`config.mk`:
```
export PLATFORM = sky130hd
export DESIGN_NAME = sreg_serial_port
export DESIGN_NICKNAME = d
export VERILOG_FILES = /design/src/rtl/sreg_port_pkg.sv /design/src/rtl/sreg_sync_chain.sv /design/src/rtl/sreg_frame_engine.sv /design/src/rtl/sreg_reg_bank.sv /design/src/rtl/sreg_serial_port.sv
export SDC_FILE = /design/constraint.sdc
export NUM_CORES = 1
export LEC_CHECK = 0
export CAP_MARGIN = 20
export CORE_UTILIZATION = 48
export DETAILED_ROUTE_END_ITERATION = 10
export PLACE_DENSITY = 0.77
export RECOVER_POWER = 100
export SLEW_MARGIN = 25
export SYNTH_ARGS = -nofsm -noshare
export SYNTH_HDL_FRONTEND = slang
export SYNTH_SLANG_ARGS = --single-unit
export TNS_END_PERCENT = 30
```
`constraint.sdc`:
```
create_clock -name clk -period 2.5 [get_ports clk]
set_input_delay 0.625 -clock clk [delete_from_list [all_inputs] [get_ports clk]]
set_output_delay 0.625 -clock clk [all_outputs]
set_load 0.05 [all_outputs]
```
`src/rtl/sreg_port_pkg.sv`:
```
package sreg_port_pkg;

    localparam int BYTE_W    = 8;
    localparam int ADDR_W    = 7;
    localparam int CFG_ADDR  = 0;
    localparam logic [BYTE_W-1:0] CFG_RESET = 8'h3F;
    localparam int SRST_BIT  = 7;
    localparam int LIN_BIT   = 6;
    localparam int CNT_W     = $clog2(BYTE_W) + 1;

    typedef enum logic [1:0] {
        PH_CTRL = 2'd0,
        PH_DATA = 2'd1,
        PH_DONE = 2'd2
    } phase_e;

    typedef struct packed {
        phase_e              phase;
        logic [CNT_W-1:0]    cnt;
        logic [BYTE_W-1:0]   rx;
        logic                rw;
        logic [ADDR_W-1:0]   addr;
        logic [BYTE_W-1:0]   tx;
        logic                oe;
        logic                arm;
        logic                wr_en;
        logic [ADDR_W-1:0]   wr_addr;
        logic [BYTE_W-1:0]   wr_data;
        logic                sck_p;
        logic                csn_p;
    } eng_s;

    localparam eng_s ENG_RESET = '{
        phase:   PH_CTRL,
        cnt:     '0,
        rx:      '0,
        rw:      1'b0,
        addr:    '0,
        tx:      '0,
        oe:      1'b0,
        arm:     1'b0,
        wr_en:   1'b0,
        wr_addr: '0,
        wr_data: '0,
        sck_p:   1'b0,
        csn_p:   1'b1
    };

endpackage

```
`src/rtl/sreg_sync_chain.sv`:
```
module sreg_sync_chain #(
    parameter int               WIDTH   = 3,
    parameter int               STAGES  = 2,
    parameter logic [WIDTH-1:0] RST_VAL = '0
) (
    input  logic             clk,
    input  logic             rst_n,
    input  logic [WIDTH-1:0] din,
    output logic [WIDTH-1:0] dout
);

    logic [WIDTH-1:0] stage_d [STAGES];
    logic [WIDTH-1:0] stage_q [STAGES];

    generate
        for (genvar s = 0; s < STAGES; s++) begin : g_stage
            if (s == 0) begin : g_first
                always_comb stage_d[s] = din;
            end else begin : g_next
                always_comb stage_d[s] = stage_q[s-1];
            end

            always_ff @(posedge clk or negedge rst_n) begin
                if (!rst_n) stage_q[s] <= RST_VAL;
                else        stage_q[s] <= stage_d[s];
            end
        end
    endgenerate

    assign dout = stage_q[STAGES-1];

endmodule

```
`src/rtl/sreg_frame_engine.sv`:
```
module sreg_frame_engine
    import sreg_port_pkg::*;
(
    input  logic              clk,
    input  logic              rst_n,
    input  logic              sck_l,
    input  logic              csn_l,
    input  logic              sdi_l,
    input  logic [BYTE_W-1:0] rd_data,
    output logic [ADDR_W-1:0] rd_addr,
    output logic              sdo,
    output logic              sdo_oe,
    output logic              wr_en,
    output logic [ADDR_W-1:0] wr_addr,
    output logic [BYTE_W-1:0] wr_data
);

    eng_s q, d;

    logic sck_rise, sck_fall, sel_start, sel_end, sel_act;
    logic [BYTE_W-1:0] rx_next;

    assign sck_rise  =  sck_l & ~q.sck_p;
    assign sck_fall  = ~sck_l &  q.sck_p;
    assign sel_end   =  csn_l & ~q.csn_p;
    assign sel_start = ~csn_l &  q.csn_p;
    assign sel_act   = ~csn_l;
    assign rx_next   = {q.rx[BYTE_W-2:0], sdi_l};

    always_comb begin
        d       = q;
        d.wr_en = 1'b0;
        d.sck_p = sck_l;
        d.csn_p = csn_l;

        if (sel_end) begin
            // window closed: release the line, keep only a whole command byte
            d.oe  = 1'b0;
            d.arm = 1'b0;
            d.rx  = '0;
            d.cnt = '0;
            if (!(q.phase == PH_DATA && q.cnt == '0)) begin
                d.phase = PH_CTRL;
            end
        end else if (sel_start) begin
            // second window of a split read: drive bit 7 before any clock
            if (q.phase == PH_DATA && q.rw) begin
                d.tx = rd_data;
                d.oe = 1'b1;
            end
        end else if (sel_act) begin
            if (sck_rise && q.phase != PH_DONE) begin
                d.rx  = rx_next;
                d.cnt = CNT_W'(q.cnt + 1'b1);
                if (q.cnt == CNT_W'(BYTE_W - 1)) begin
                    d.cnt = '0;
                    if (q.phase == PH_CTRL) begin
                        d.rw    = rx_next[BYTE_W-1];
                        d.addr  = rx_next[ADDR_W-1:0];
                        d.phase = PH_DATA;
                        d.arm   = rx_next[BYTE_W-1];
                    end else begin
                        d.phase = PH_DONE;
                        if (!q.rw) begin
                            d.wr_en   = 1'b1;
                            d.wr_addr = q.addr;
                            d.wr_data = rx_next;
                        end
                    end
                end
            end else if (sck_fall) begin
                if (q.arm) begin
                    d.tx  = rd_data;
                    d.oe  = 1'b1;
                    d.arm = 1'b0;
                end else if (q.oe) begin
                    d.tx = {q.tx[BYTE_W-2:0], 1'b0};
                end
            end
        end
    end

    always_ff @(posedge clk or negedge rst_n) begin
        if (!rst_n) q <= ENG_RESET;
        else        q <= d;
    end

    assign rd_addr = q.addr;
    assign sdo     = q.tx[BYTE_W-1];
    assign sdo_oe  = q.oe;
    assign wr_en   = q.wr_en;
    assign wr_addr = q.wr_addr;
    assign wr_data = q.wr_data;

    // the line is driven only for a read past its command byte
    a_r3_oe_only_read: assert property (@(posedge clk) disable iff (!rst_n)
        q.oe |-> (q.rw && q.phase != PH_CTRL));

    // deselected link never drives
    a_r11_oe_idle: assert property (@(posedge clk) disable iff (!rst_n)
        csn_l |=> !q.oe);

    // a write strobe only follows a completed write payload
    a_r4_wr_after_data: assert property (@(posedge clk) disable iff (!rst_n)
        q.wr_en |-> (q.phase == PH_DONE && !q.rw));

    // closing a window in the command phase restarts the byte
    a_r6_drop_partial: assert property (@(posedge clk) disable iff (!rst_n)
        (sel_end && q.phase == PH_CTRL) |=> (q.phase == PH_CTRL && q.cnt == '0));

    // after a full access the engine waits for the window to close
    a_r10_done_holds: assert property (@(posedge clk) disable iff (!rst_n)
        (q.phase == PH_DONE && !sel_end) |=> (q.phase == PH_DONE && !q.wr_en));

endmodule

```
`src/rtl/sreg_reg_bank.sv`:
```
module sreg_reg_bank
    import sreg_port_pkg::*;
#(
    parameter int NUM_REGS = 41
) (
    input  logic                       clk,
    input  logic                       rst_n,
    input  logic                       wr_en,
    input  logic [ADDR_W-1:0]          wr_addr,
    input  logic [BYTE_W-1:0]          wr_data,
    input  logic [ADDR_W-1:0]          rd_addr,
    output logic [BYTE_W-1:0]          rd_data,
    output logic [NUM_REGS*BYTE_W-1:0] image,
    output logic                       soft_rst,
    output logic                       lin_mode
);

    logic [BYTE_W-1:0] dflt   [NUM_REGS];
    logic [BYTE_W-1:0] regs_d [NUM_REGS];
    logic [BYTE_W-1:0] regs_q [NUM_REGS];
    logic              srst_d, srst_q;

    generate
        for (genvar g = 0; g < NUM_REGS; g++) begin : g_reg
            if (g == CFG_ADDR) begin : g_cfg
                assign dflt[g] = CFG_RESET;
            end else begin : g_plain
                assign dflt[g] = '0;
            end
            assign image[g*BYTE_W +: BYTE_W] = regs_q[g];
        end
    endgenerate

    always_comb begin
        regs_d = regs_q;
        srst_d = 1'b0;
        if (wr_en) begin
            if (int'(wr_addr) == CFG_ADDR && wr_data[SRST_BIT]) begin
                regs_d = dflt;
                srst_d = 1'b1;
            end else begin
                for (int i = 0; i < NUM_REGS; i++) begin
                    if (int'(wr_addr) == i) regs_d[i] = wr_data;
                end
            end
        end
    end

    always_comb begin
        rd_data = '0;
        for (int i = 0; i < NUM_REGS; i++) begin
            if (int'(rd_addr) == i) rd_data = regs_q[i];
        end
    end

    always_ff @(posedge clk or negedge rst_n) begin
        if (!rst_n) begin
            regs_q <= dflt;
            srst_q <= 1'b0;
        end else begin
            regs_q <= regs_d;
            srst_q <= srst_d;
        end
    end

    assign soft_rst = srst_q;
    assign lin_mode = regs_q[CFG_ADDR][LIN_BIT];

    // the cycle of the pulse shows the bank at its defaults
    a_r8_soft_reset_defaults: assert property (@(posedge clk) disable iff (!rst_n)
        srst_q |-> (regs_q[CFG_ADDR] == CFG_RESET && !lin_mode));

    // pulse lasts a single cycle
    a_r8_pulse_single: assert property (@(posedge clk) disable iff (!rst_n)
        srst_q |=> !srst_q);

    // unimplemented addresses leave the bank untouched
    a_r7_oor_ignored: assert property (@(posedge clk) disable iff (!rst_n)
        (wr_en && int'(wr_addr) >= NUM_REGS) |=> $stable(image));

endmodule

```
`src/rtl/sreg_serial_port.sv`:
```
module sreg_serial_port
    import sreg_port_pkg::*;
#(
    parameter int NUM_REGS    = 41,
    parameter int SYNC_STAGES = 2
) (
    input  logic                       clk,
    input  logic                       rst_n,
    input  logic                       cs_n,
    input  logic                       sck,
    input  logic                       sdi,
    output logic                       sdo,
    output logic                       sdo_oe,
    output logic [NUM_REGS*BYTE_W-1:0] reg_image,
    output logic                       soft_rst,
    output logic                       lin_mode
);

    localparam int LINK_W = 3;

    logic [LINK_W-1:0] link_raw, link_lvl;
    logic              wr_en;
    logic [ADDR_W-1:0] wr_addr, rd_addr;
    logic [BYTE_W-1:0] wr_data, rd_data;

    assign link_raw = {sdi, cs_n, sck};

    sreg_sync_chain #(
        .WIDTH   (LINK_W),
        .STAGES  (SYNC_STAGES),
        .RST_VAL (3'b010)
    ) u_sync (
        .clk   (clk),
        .rst_n (rst_n),
        .din   (link_raw),
        .dout  (link_lvl)
    );

    sreg_frame_engine u_engine (
        .clk     (clk),
        .rst_n   (rst_n),
        .sck_l   (link_lvl[0]),
        .csn_l   (link_lvl[1]),
        .sdi_l   (link_lvl[2]),
        .rd_data (rd_data),
        .rd_addr (rd_addr),
        .sdo     (sdo),
        .sdo_oe  (sdo_oe),
        .wr_en   (wr_en),
        .wr_addr (wr_addr),
        .wr_data (wr_data)
    );

    sreg_reg_bank #(
        .NUM_REGS (NUM_REGS)
    ) u_bank (
        .clk      (clk),
        .rst_n    (rst_n),
        .wr_en    (wr_en),
        .wr_addr  (wr_addr),
        .wr_data  (wr_data),
        .rd_addr  (rd_addr),
        .rd_data  (rd_data),
        .image    (reg_image),
        .soft_rst (soft_rst),
        .lin_mode (lin_mode)
    );

endmodule

```
# ---- After elaboration in Yosys (flattened, before gate mapping)
# Cells that the tools add are included.
dict set report classes {
  n_addsub 1
  n_eq_ne 94
  mux 110
  bitwise 12
  reduce_logical 104
}
# operator n
set op_table {}
lappend op_table {{$mux 8} 86}
lappend op_table {{$mux 328} 1}
lappend op_table {{$eq 7x6->1 const B} 32}
lappend op_table {{$eq 7x7->1 const B} 18}
lappend op_table {{$eq 7x5->1 const B} 16}
lappend op_table {{$reduce_bool 2->1} 44}
lappend op_table {{$reduce_and 2->1} 41}
lappend op_table {{$mux 16} 4}
lappend op_table {{$eq 7x4->1 const B} 8}
lappend op_table {{$mux 48} 1}
lappend op_table {{$mux 22} 2}
lappend op_table {{$mux 17} 2}
lappend op_table {{$eq 7x3->1 const B} 4}
lappend op_table {{$mux 9} 3}
lappend op_table {{$reduce_and 5->1} 3}
lappend op_table {{$eq 7x2->1 const B} 2}
lappend op_table {{$logic_not 7->1} 2}
lappend op_table {{$mux 14} 1}
lappend op_table {{$reduce_and 6->1} 2}
lappend op_table {{$reduce_bool 3->1} 4}
lappend op_table {{$mux 10} 1}
lappend op_table {{$mux 2} 4}
lappend op_table {{$ne 2x2->1 const B} 4}
lappend op_table {{$not 1->1} 8}
lappend op_table {{other kinds (15)} 28}
dict set report word_totals {
  register_bits 384
  input_bits 5
  output_inout_bits 332
  elab_cells 378
}

# ---- Logic depth before layout (Yosys ltp)
# Gate-level depths: netlist of run 1.
dict set report depth {
  depth_word 48
  ltp_mapped 12
}

# ---- By module
# A second synthesis of run 1 with hierarchy kept.
dict set report unflattened {
  cells_unflattened 1897
  area_unflattened_um2 19185.9
}
# module n_inst cells_per_inst area_per_inst_um2
set modules_own_cells {}
lappend modules_own_cells {sreg_reg_bank 1 1684 16557.1}
lappend modules_own_cells {sreg_frame_engine 1 207 2476.1}
lappend modules_own_cells {sreg_sync_chain 1 6 152.6}

# ---- Worst setup path after synthesis of run 1
# No wires, ideal clock.
dict set report synth_path {
  path_kind {reg2reg}
  from {reg u_sync.stage_q, in the netlist u_sync.dout[1]}
  to {reg u_engine.q, in the netlist u_engine.wr_addr[4]}
  setup_ns 0.125
  arrival_ns 2.331
  setup_slack_ns 0.045
  path_stages_with_launch 9
  path_buffers 2
  path_cell_list {dfstp_2 -> inv_1 -> ha_1 -> clkbuf_1 -> nor2_1 -> nand4_1 -> nor3_2 -> buf_2 -> mux2_2}
}
dict set report synth_via {
  elab_chain_cells 4
  word_cells_on_any_way 6
  classes_between {5 x bitwise; 1 x reduce/logical}
}
# item line_no
set synth_rtl {}
lappend synth_rtl {{start: declaration} sreg_sync_chain.sv:13} ;# logic [WIDTH-1:0] stage_q [STAGES];
lappend synth_rtl {{start signal: indexed assignment} sreg_sync_chain.sv:25} ;# else stage_q[s] <= stage_d[s];
lappend synth_rtl {{$not 1->1 (no source line)} --}
lappend synth_rtl {{$and 1x1->1} sreg_frame_engine.sv:26} ;# assign sel_start = ~csn_l & q.csn_p;
lappend synth_rtl {{$not 1->1 (no source line)} --}
lappend synth_rtl {{$reduce_and 7->1 (no source line) (*)} --}
lappend synth_rtl {{end signal: assignment} sreg_frame_engine.sv:84} ;# if (!rst_n) q <= ENG_RESET;
lappend synth_rtl {{end signal: assignment} sreg_frame_engine.sv:85} ;# else q <= d;
lappend synth_rtl {{end: declaration} sreg_frame_engine.sv:18} ;# eng_s q, d;
# Every way passes the cells marked *; elsewhere a longest branch is shown, timed or not.
# A chain may end at the register's enable or synchronous reset.

# ---- Worst setup path after layout of run 1
dict set report layout_path {
  from {reg u_engine.q, in the netlist u_engine.rd_addr[1]}
  to {reg u_engine.q[22] (netlist name)}
}
dict set report layout_via {
  elab_chain_cells 47
  word_cells_on_any_way 88
  classes_between {40 x eq/ne; 47 x mux; 1 x reduce/logical}
}
# item line_no
set layout_rtl {}
lappend layout_rtl {{$logic_not 7->1} sreg_reg_bank.sv:52} ;# if (int'(rd_addr) == i) rd_data = regs_q[i];
lappend layout_rtl {{$mux 8 (40 in series)} sreg_reg_bank.sv:52}
lappend layout_rtl {{$mux 8 (*)} sreg_reg_bank.sv:52}
lappend layout_rtl {{$mux 8} sreg_frame_engine.sv:72} ;# if (q.arm) begin
lappend layout_rtl {{$mux 10} sreg_frame_engine.sv:71} ;# end else if (sck_fall) begin
lappend layout_rtl {{$mux 9} sreg_frame_engine.sv:52} ;# if (sck_rise && q.phase != PH_DONE) begin
lappend layout_rtl {{$mux 48} sreg_frame_engine.sv:51} ;# end else if (sel_act) begin
lappend layout_rtl {{$mux 9 (*)} sreg_frame_engine.sv:45} ;# end else if (sel_start) begin
# Every way passes the cells marked *; elsewhere a longest branch is shown, timed or not. The select of a mux whose other input is x is not followed.

==> impl_metrics.tcl, run 1 <==
set metrics [dict create \
    outcome "finished with violations" \
    failed_checks "capacitance limit, slew limit, setup timing" \
    mappedNetlistArea_mm2 0.01912 \
    fmax_mhz 386.5 \
    multi_input_area_mm2 0.009111 \
    critical_path.slowest_cell "dfrtp_4" \
    tightest_slew_ns 1.607 \
    netlist_top_cells_area "dfrtp_1 49%, mux2_2 10%, o21ai_0 6.3%, nand2_1 5.1%, a21oi_1 2.3%" \
    drive_above_1_share_pct 28.22 \
    cts.path.max_buffers 3 \
    die_h_um 201.6 \
    ys_top_cells_by_count "375 x dfrtp_1, 259 x nand2_1, 240 x o21ai_0" \
    grt_usage_pct 41.76 \
    dr.first_iter.drc_count 2093 \
    cts-root-buf "clkbuf_16" \
    worst_skew_pair.late_latency_ns 0.57 \
    grt-ovfl-total 0 \
    finalCritPeriodShare_pct 103.5 \
    final.min_clock_period_ns 2.587 \
    dp_slack_ns -0.3734 \
    portBuffers 336 \
    crit_start "u_engine.rd_addr[1]$_DFFE_PN0P_" \
    post-route-util_pct 67.88 \
    vdd_ir_drop_max_uv 507.8 \
    cts_buffers 39 \
    synth_top_family_by_area "compound AO/OA/AOI/OAI gates" \
    yosys.area_share.xor_xnor_pct 0 \
    final-setup-viol-count 54 \
    setup_ws_ns -0.08709 \
    rr_endpoint "u_engine.q[22]$_DFFE_PN0P_" \
    path_clk_slew_ns 0.07 \
    drcViolationCount 0 \
    rsz0062_at_grt "true" \
    grt_max_degree 72 \
    cts_tree "built" \
    cp-start-kind "register" \
    power_leakage_nw 11.45 \
    crit_fanout 8 \
    drv_slew 59 \
    crit_buf_inv 3 \
    vias_per_cell 6.362 \
    seqCellArea_mm2 0.009630 \
    yosysWarnings 0 \
    clock_skew_ns 0.01651 \
    nets 2421 \
    wl_mm 86.17 \
    finalHoldViolations 0 \
    seq_area_frac_synth_pct 50.32 \
    crit_path_end_kind "register" \
    yosys.area.top_type "dfrtp_1" \
    die_x_um 201.6 \
    place.detailed.hpwl_mm 64.86 \
    crit_family "compound AO/OA/AOI/OAI gates" \
    synthSimpleGateAreaFrac_pct 14.10 \
    synth-edff-count 0 \
    worstPathArrival_ns 3.03 \
    synthCells 1858 \
    path_cells "buf_12 -> mux2_1 -> o21ai_1 -> a2111oi_2 -> buf_4 -> o211ai_1 -> a221oi_2 -> buf_4 -> o21ai_1 -> a21oi_1" \
    yosysMostFrequentCell "dfrtp_1" \
    first_global_vias 18150 \
    rows 72 \
    synth_top_area_share_pct 49.08 \
    r2r_start "u_engine.rd_addr[1]$_DFFE_PN0P_" \
    hold_path.class "register to register" \
    crit_end "u_engine.q[22]$_DFFE_PN0P_" \
    drtAntennaViolNets 0 \
    gp_congestion 1.087 \
    htreeDepth 2 \
    pin_count 337 \
    antenna_found_initial 2 \
    fillCellCount 3041 \
    fp.dieArea_mm2 0.04063 \
    core_mm2 0.03901 \
    synth_seq_cells 384 \
    synth_mux_area_share_pct 12.41 \
    firstDrtPassIters 7 \
    path_class "register to register" \
    synth.avg_cell_area_um2 10.29 \
    area_delta_synth_final_pct 38.49 \
    holdWs_ns 0.3560 \
    synthAdderAreaFrac_pct 0.3272 \
    vias 18810 \
    power_per_cell_area_mw_per_mm2 482.1 \
    r2r_slack_ns -0.09 \
    rr_worst_depth 10 \
    synth_compound_area_share_pct 18.51 \
    crit_cells 10 \
    max-cap-violations 1 \
    critPathRequiredTime_ns 2.94 \
    wl_per_cell_um 29.14 \
    cpPeakStageDelay_ns 0.56 \
    grt_pass1_wl_mm 123.8 \
    synthDistinctLibCells 98 \
    initial_core_util_pct 49.01 \
    ys_dominant_reg_cell "dfrtp_1" \
    synth_fp_nets 1868 \
    synthArstFlopShare_pct 100.0 \
    slew_headroom_pct -7.100 \
    cts_sinks 384 \
]
==> worst reg2reg max path, cell delays in order (launching register included) <==
cell and delay (ns):
dfrtp_4 0.56, buf_12 0.18, mux2_1 0.34, o21ai_1 0.26
a2111oi_2 0.11, buf_4 0.15, o211ai_1 0.27, a221oi_2 0.10
buf_4 0.17, o21ai_1 0.23, a21oi_1 0.11
==> where the power goes <==
group	internal [mW]	switching, mW
Clock	3.61	2.46
Combinational	0.103	0.269
Sequential	6.27	0.0502
==> stage by stage <==
stage	power, mW	area, um2	std cells	TNS, ns
2_1_floorplan	6.561	19120	1858	0
3_3_place_gp	6.801	24760	2853	-1.242
3_5_place_dp	6.809	24790	2853	-1.375
4_1_cts	12.79	26390	2936	-0.7458
5_1_grt	13.05	26470	2956	-5.302
6_report	12.76	26480	2957	-1.916
==> routing by layer <==
metal  part of all wire, %  up-vias  track usage, %
li1                      -     7901               -
met1                    40     9368           56.74
met2                    45     1271           63.65
met3                   9.5      272           7.548
met4                   6.3        0           22.56
met5                     0        -               0
==> what timing repair did <==
| item | 4_1_cts | 5_1_grt |
|---|---|---|
| gates resized for setup | 54 | 123 |
| cloned | 0 | 3 |
| endpoints found under the setup margin | 47 | 75 |
| buffers inserted | 16 | 17 |
| hold buffers | 0 | 0 |
| pin swaps | 16 | 30 |
==> state kept, by name, summed over array words and instances, names as in the netlist <==
register          flops
u_engine.wr_addr      7
u_bank.soft_rst       1
u_engine.wr_data      8
u_sync.dout           3
u_engine.sdo          1
u_bank.image        328
u_engine.rd_addr      7
u_engine.q           24
u_engine.sdo_oe       1
u_engine.wr_en        1
u_sync.stage_d        3
==> area by class of cell <==
| class | count | area share (%) |
|---|---|---|
| flip-flops and latches | 384 | 36.37 |
| clock inverters | 13 | 0.6332 |
| well taps | 518 | 2.448 |
| clock buffers | 55 | 4.338 |
| diodes | 1 | 0.009451 |
| repair buffers | 657 | 21.52 |
| multi-input cells | 1311 | 34.41 |
| inverters | 18 | 0.2646 |
==> cell usage in the layout, fill, tap and decap left out, types with 12 or more instances in the layout <==
master,synthesis,final
dfrtp_1,375,371
clkdlybuf4s50_1,0,270
nand2_1,259,257
buf_4,15,239
o21ai_0,240,231
mux2_2,176,176
nor2_1,90,83
a21oi_1,87,77
clkbuf_1,69,63
clkbuf_16,0,44
nand3_1,30,29
nor3_1,24,22
o22ai_1,24,22
buf_6,11,21
clkbuf_2,0,20
nor2b_1,20,19
mux2i_1,20,19
dlygate4sd3_1,0,18
inv_1,16,16
a31oi_1,24,16
a22oi_1,18,16
o211ai_1,14,14
nand2b_1,15,13
a22o_1,13,13
o21ai_1,5,12
==> worst min path at each step <==
stage	endpoint	startpoint	depth (start not counted)	slack (ns)
2_1_floorplan	u_bank.image[100]$_DFFE_PN0P_	rst_n	0	0.33
3_3_place_gp	u_sync.dout[2]$_DFF_PN0_	u_sync.stage_d[2]$_DFF_PN0_	0	0.33
3_5_place_dp	u_sync.dout[2]$_DFF_PN0_	u_sync.stage_d[2]$_DFF_PN0_	0	0.34
4_1_cts	u_bank.image[8]$_DFFE_PN0P_	rst_n	1	0.02
5_1_grt	u_sync.dout[1]$_DFF_PN1_	u_sync.stage_d[1]$_DFF_PN1_	0	0.36
6_report	u_sync.dout[2]$_DFF_PN0_	u_sync.stage_d[2]$_DFF_PN0_	0	0.36
==> cell families after synthesis <==
| kind of cell | count (synthesis) |
|---|---|
| AO/OA/AOI/OAI | 565 |
| AND/OR/NAND/NOR | 536 |
| flip-flops | 384 |
| multiplexers | 205 |
| buffers and inverters | 163 |
| adder cells (fa/ha/maj) | 5 |
Note: power is estimated with default switching activity, not from simulation.
==> run 2: changes to the inputs <==
--- a/config.mk
+++ b/config.mk
@@ -8,9 +8,8 @@
 export CAP_MARGIN = 20
 export CORE_UTILIZATION = 48
 export DETAILED_ROUTE_END_ITERATION = 10
-export PLACE_DENSITY = 0.77
+export PLACE_DENSITY_LB_ADDON = 0.15
 export RECOVER_POWER = 100
-export SLEW_MARGIN = 25
 export SYNTH_ARGS = -nofsm -noshare
 export SYNTH_HDL_FRONTEND = slang
 export SYNTH_SLANG_ARGS = --single-unit
==> run 2 against run 1 <==
Net effect: the flow still finishes with violations (capacitance limit, slew limit, setup timing); critical path depth is 1 lower; clock-buffer cell count is 1 higher; first-iteration DRC count is 14% higher; setup slack worse by 0.033 ns; fmax is 1.3% lower; total power is 3.9% higher; routed wire length is 1.3% higher; via count is 0.41% lower; hold slack worse by 0.0029 ns; register-to-register slack worse by 0.03 ns; sequential share of layout area is 0.53 points higher; critical path type unchanged.
==> impl_metrics.tcl, run 2 (synthesis results as in run 1) <==
set metrics [dict create \
    wl_met3_mm 9.003 \
    m1WireLength_mm 34.98 \
    first_global_vias 18210 \
    drv_slew 63 \
    portBuffers 336 \
    htreeDepth 2 \
    crit_start "u_engine.rd_addr[1]$_DFFE_PN0P_" \
    gp_congestion 1.053 \
    path_clk_slew_ns 0.07 \
    cts-root-buf "clkbuf_16" \
    placed_area_mm2 0.02465 \
    grt_usage_pct 42.79 \
    slew_headroom_pct -12.81 \
    fp.dieArea_mm2 0.04063 \
    path_class "register to register" \
    grt_pass1_wl_mm 127.2 \
    r2r_slack_ns -0.12 \
    crit_fanout 24 \
    rr_worst_depth 9 \
    post-route-util_pct 66.91 \
    die_h_um 201.6 \
    worstPathArrival_ns 3.13 \
    nets 2383 \
    rr_endpoint "u_engine.q[23]$_DFFE_PN0P_" \
    hold_path.class "register to register" \
    tightest_slew_ns 1.692 \
    worst_skew_pair.late_latency_ns 0.58 \
    initial_core_util_pct 49.01 \
    finalHoldViolations 0 \
    antenna_found_initial 0 \
    crit_path_end_kind "register" \
    core_mm2 0.03901 \
    drcViolationCount 0 \
    drtAntennaViolNets 0 \
    finalCritPeriodShare_pct 104.8 \
    crit_end "u_engine.q[23]$_DFFE_PN0P_" \
    final_common_cell "dfrtp_1" \
    wl_per_cell_um 29.84 \
    met2_length_mm 39.14 \
    pin_count 337 \
    final.min_clock_period_ns 2.620 \
    fmax_mhz 381.6 \
    final_cell_mix "369 x dfrtp_1, 258 x nand2_1, 255 x clkdlybuf4s50_1, 228 x o21ai_0, 214 x buf_4" \
    die_x_um 201.6 \
    hold_buffers 0 \
    vias_per_cell 6.405 \
    rows 72 \
    grt_max_degree 67 \
    clock_skew_ns 0.02509 \
    rsz0062_at_grt "true" \
    dp_slack_ns -0.6704 \
    place.detailed.hpwl_mm 65.22 \
    dr.first_iter.drc_count 2376 \
    finalInstanceArea_mm2 0.02610 \
    cts_sinks 384 \
    area_delta_synth_final_pct 36.52 \
    highest_layer "met4" \
    max-cap-violations 1 \
    final-setup-viol-count 22 \
    drive_above_1_share_pct 26.32 \
    setup_ws_ns -0.1203 \
    failed_checks "capacitance limit, slew limit, setup timing" \
    r2r_start "u_engine.rd_addr[1]$_DFFE_PN0P_" \
    wl_mm 87.29 \
    cp-start-kind "register" \
    power_leakage_nw 11.45 \
    vias 18730 \
    critPathRequiredTime_ns 3.01 \
    largest_reg_flops 328 \
    grt-ovfl-total 0 \
    power_per_cell_area_mw_per_mm2 507.9 \
    cts.path.max_buffers 3 \
    cts_tree "built" \
    vdd_ir_drop_max_uv 517.1 \
    power.total_mw 13.26 \
    outcome "finished with violations" \
    firstDrtPassIters 7 \
    cts_buffers 41 \
]
[run 2: cell types whose count changed in the layout (fill, tap and decap cells not counted), moves of 10 or more]
cell             before  now
dlygate4sd3_1        18    8
buf_4               239  214
dlygate4sd2_1         5   46
clkbuf_1             63   49
buf_6                21    9
clkdlybuf4s50_1     270  255
[run 2: how the worst min path moves through the flow]
stage	cells after the start	startpoint	end
3_3_place_gp	0	u_sync.stage_d[2]$_DFF_PN0_	u_sync.dout[2]$_DFF_PN0_
6_report	0	u_sync.stage_d[0]$_DFF_PN0_	u_sync.dout[0]$_DFF_PN0_
5_1_grt	0	u_sync.stage_d[1]$_DFF_PN1_	u_sync.dout[1]$_DFF_PN1_
2_1_floorplan	0	rst_n	u_bank.image[100]$_DFFE_PN0P_
4_1_cts	1	rst_n	u_bank.image[240]$_DFFE_PN0P_
3_5_place_dp	0	u_sync.stage_d[2]$_DFF_PN0_	u_sync.dout[2]$_DFF_PN0_
[run 2: power breakdown]
| part | total (mW) | switching (mW) | internal [mW] |
|---|---|---|---|
| logic | 0.365 | 0.262 | 0.103 |
| clock network | 6.57 | 2.63 | 3.94 |
| registers | 6.32 | 0.0520 | 6.27 |
[run 2: final cells by class]
class,count,area (um2)
fill,3111,12910
inverter,18,72.57
clock inverter,15,239.0
sequential,384,9633
antenna,6,15.01
multi-input combinational,1311,8987
clock buffer,56,1185
tap,518,648.1
timing repair buffer,617,5321
[run 2: layer usage]
metal  vias to the layer above  track usage, %
li1                       7818               -
met3                       255           7.418
met4                         0           19.37
met5                         -               0
met1                      9314           59.95
met2                      1347           65.04
[run 2: per-stage QoR]
step	hold WS [ns]	setup TNS, ns	instances
5_1_grt	0.3647	-4.728	2919
3_3_place_gp	0.3365	-1.655	2836
3_5_place_dp	0.3411	-1.653	2839
4_1_cts	0.02203	-0.1266	2917
6_report	0.3531	-0.7110	2925
2_1_floorplan	0.3294	0	1858
[run 2: repair_timing]
| action | in CTS | in global routing |
|---|---|---|
| gates cloned | 0 | 0 |
| pin swaps | 11 | 16 |
| endpoints found under the setup margin | 54 | 68 |
| buffers inserted | 7 | 1 |
| resized for setup | 107 | 70 |
[run 2: critical path: stages, from the launching register on]
cell      delay, ns
dfrtp_4        0.49
buf_12         0.18
buf_4          0.15
and4bb_2       0.33
nand2_1        0.17
o311a_1        0.20
o21ai_1        0.11
or4_4          0.58
a31oi_4        0.20
a211o_1        0.13
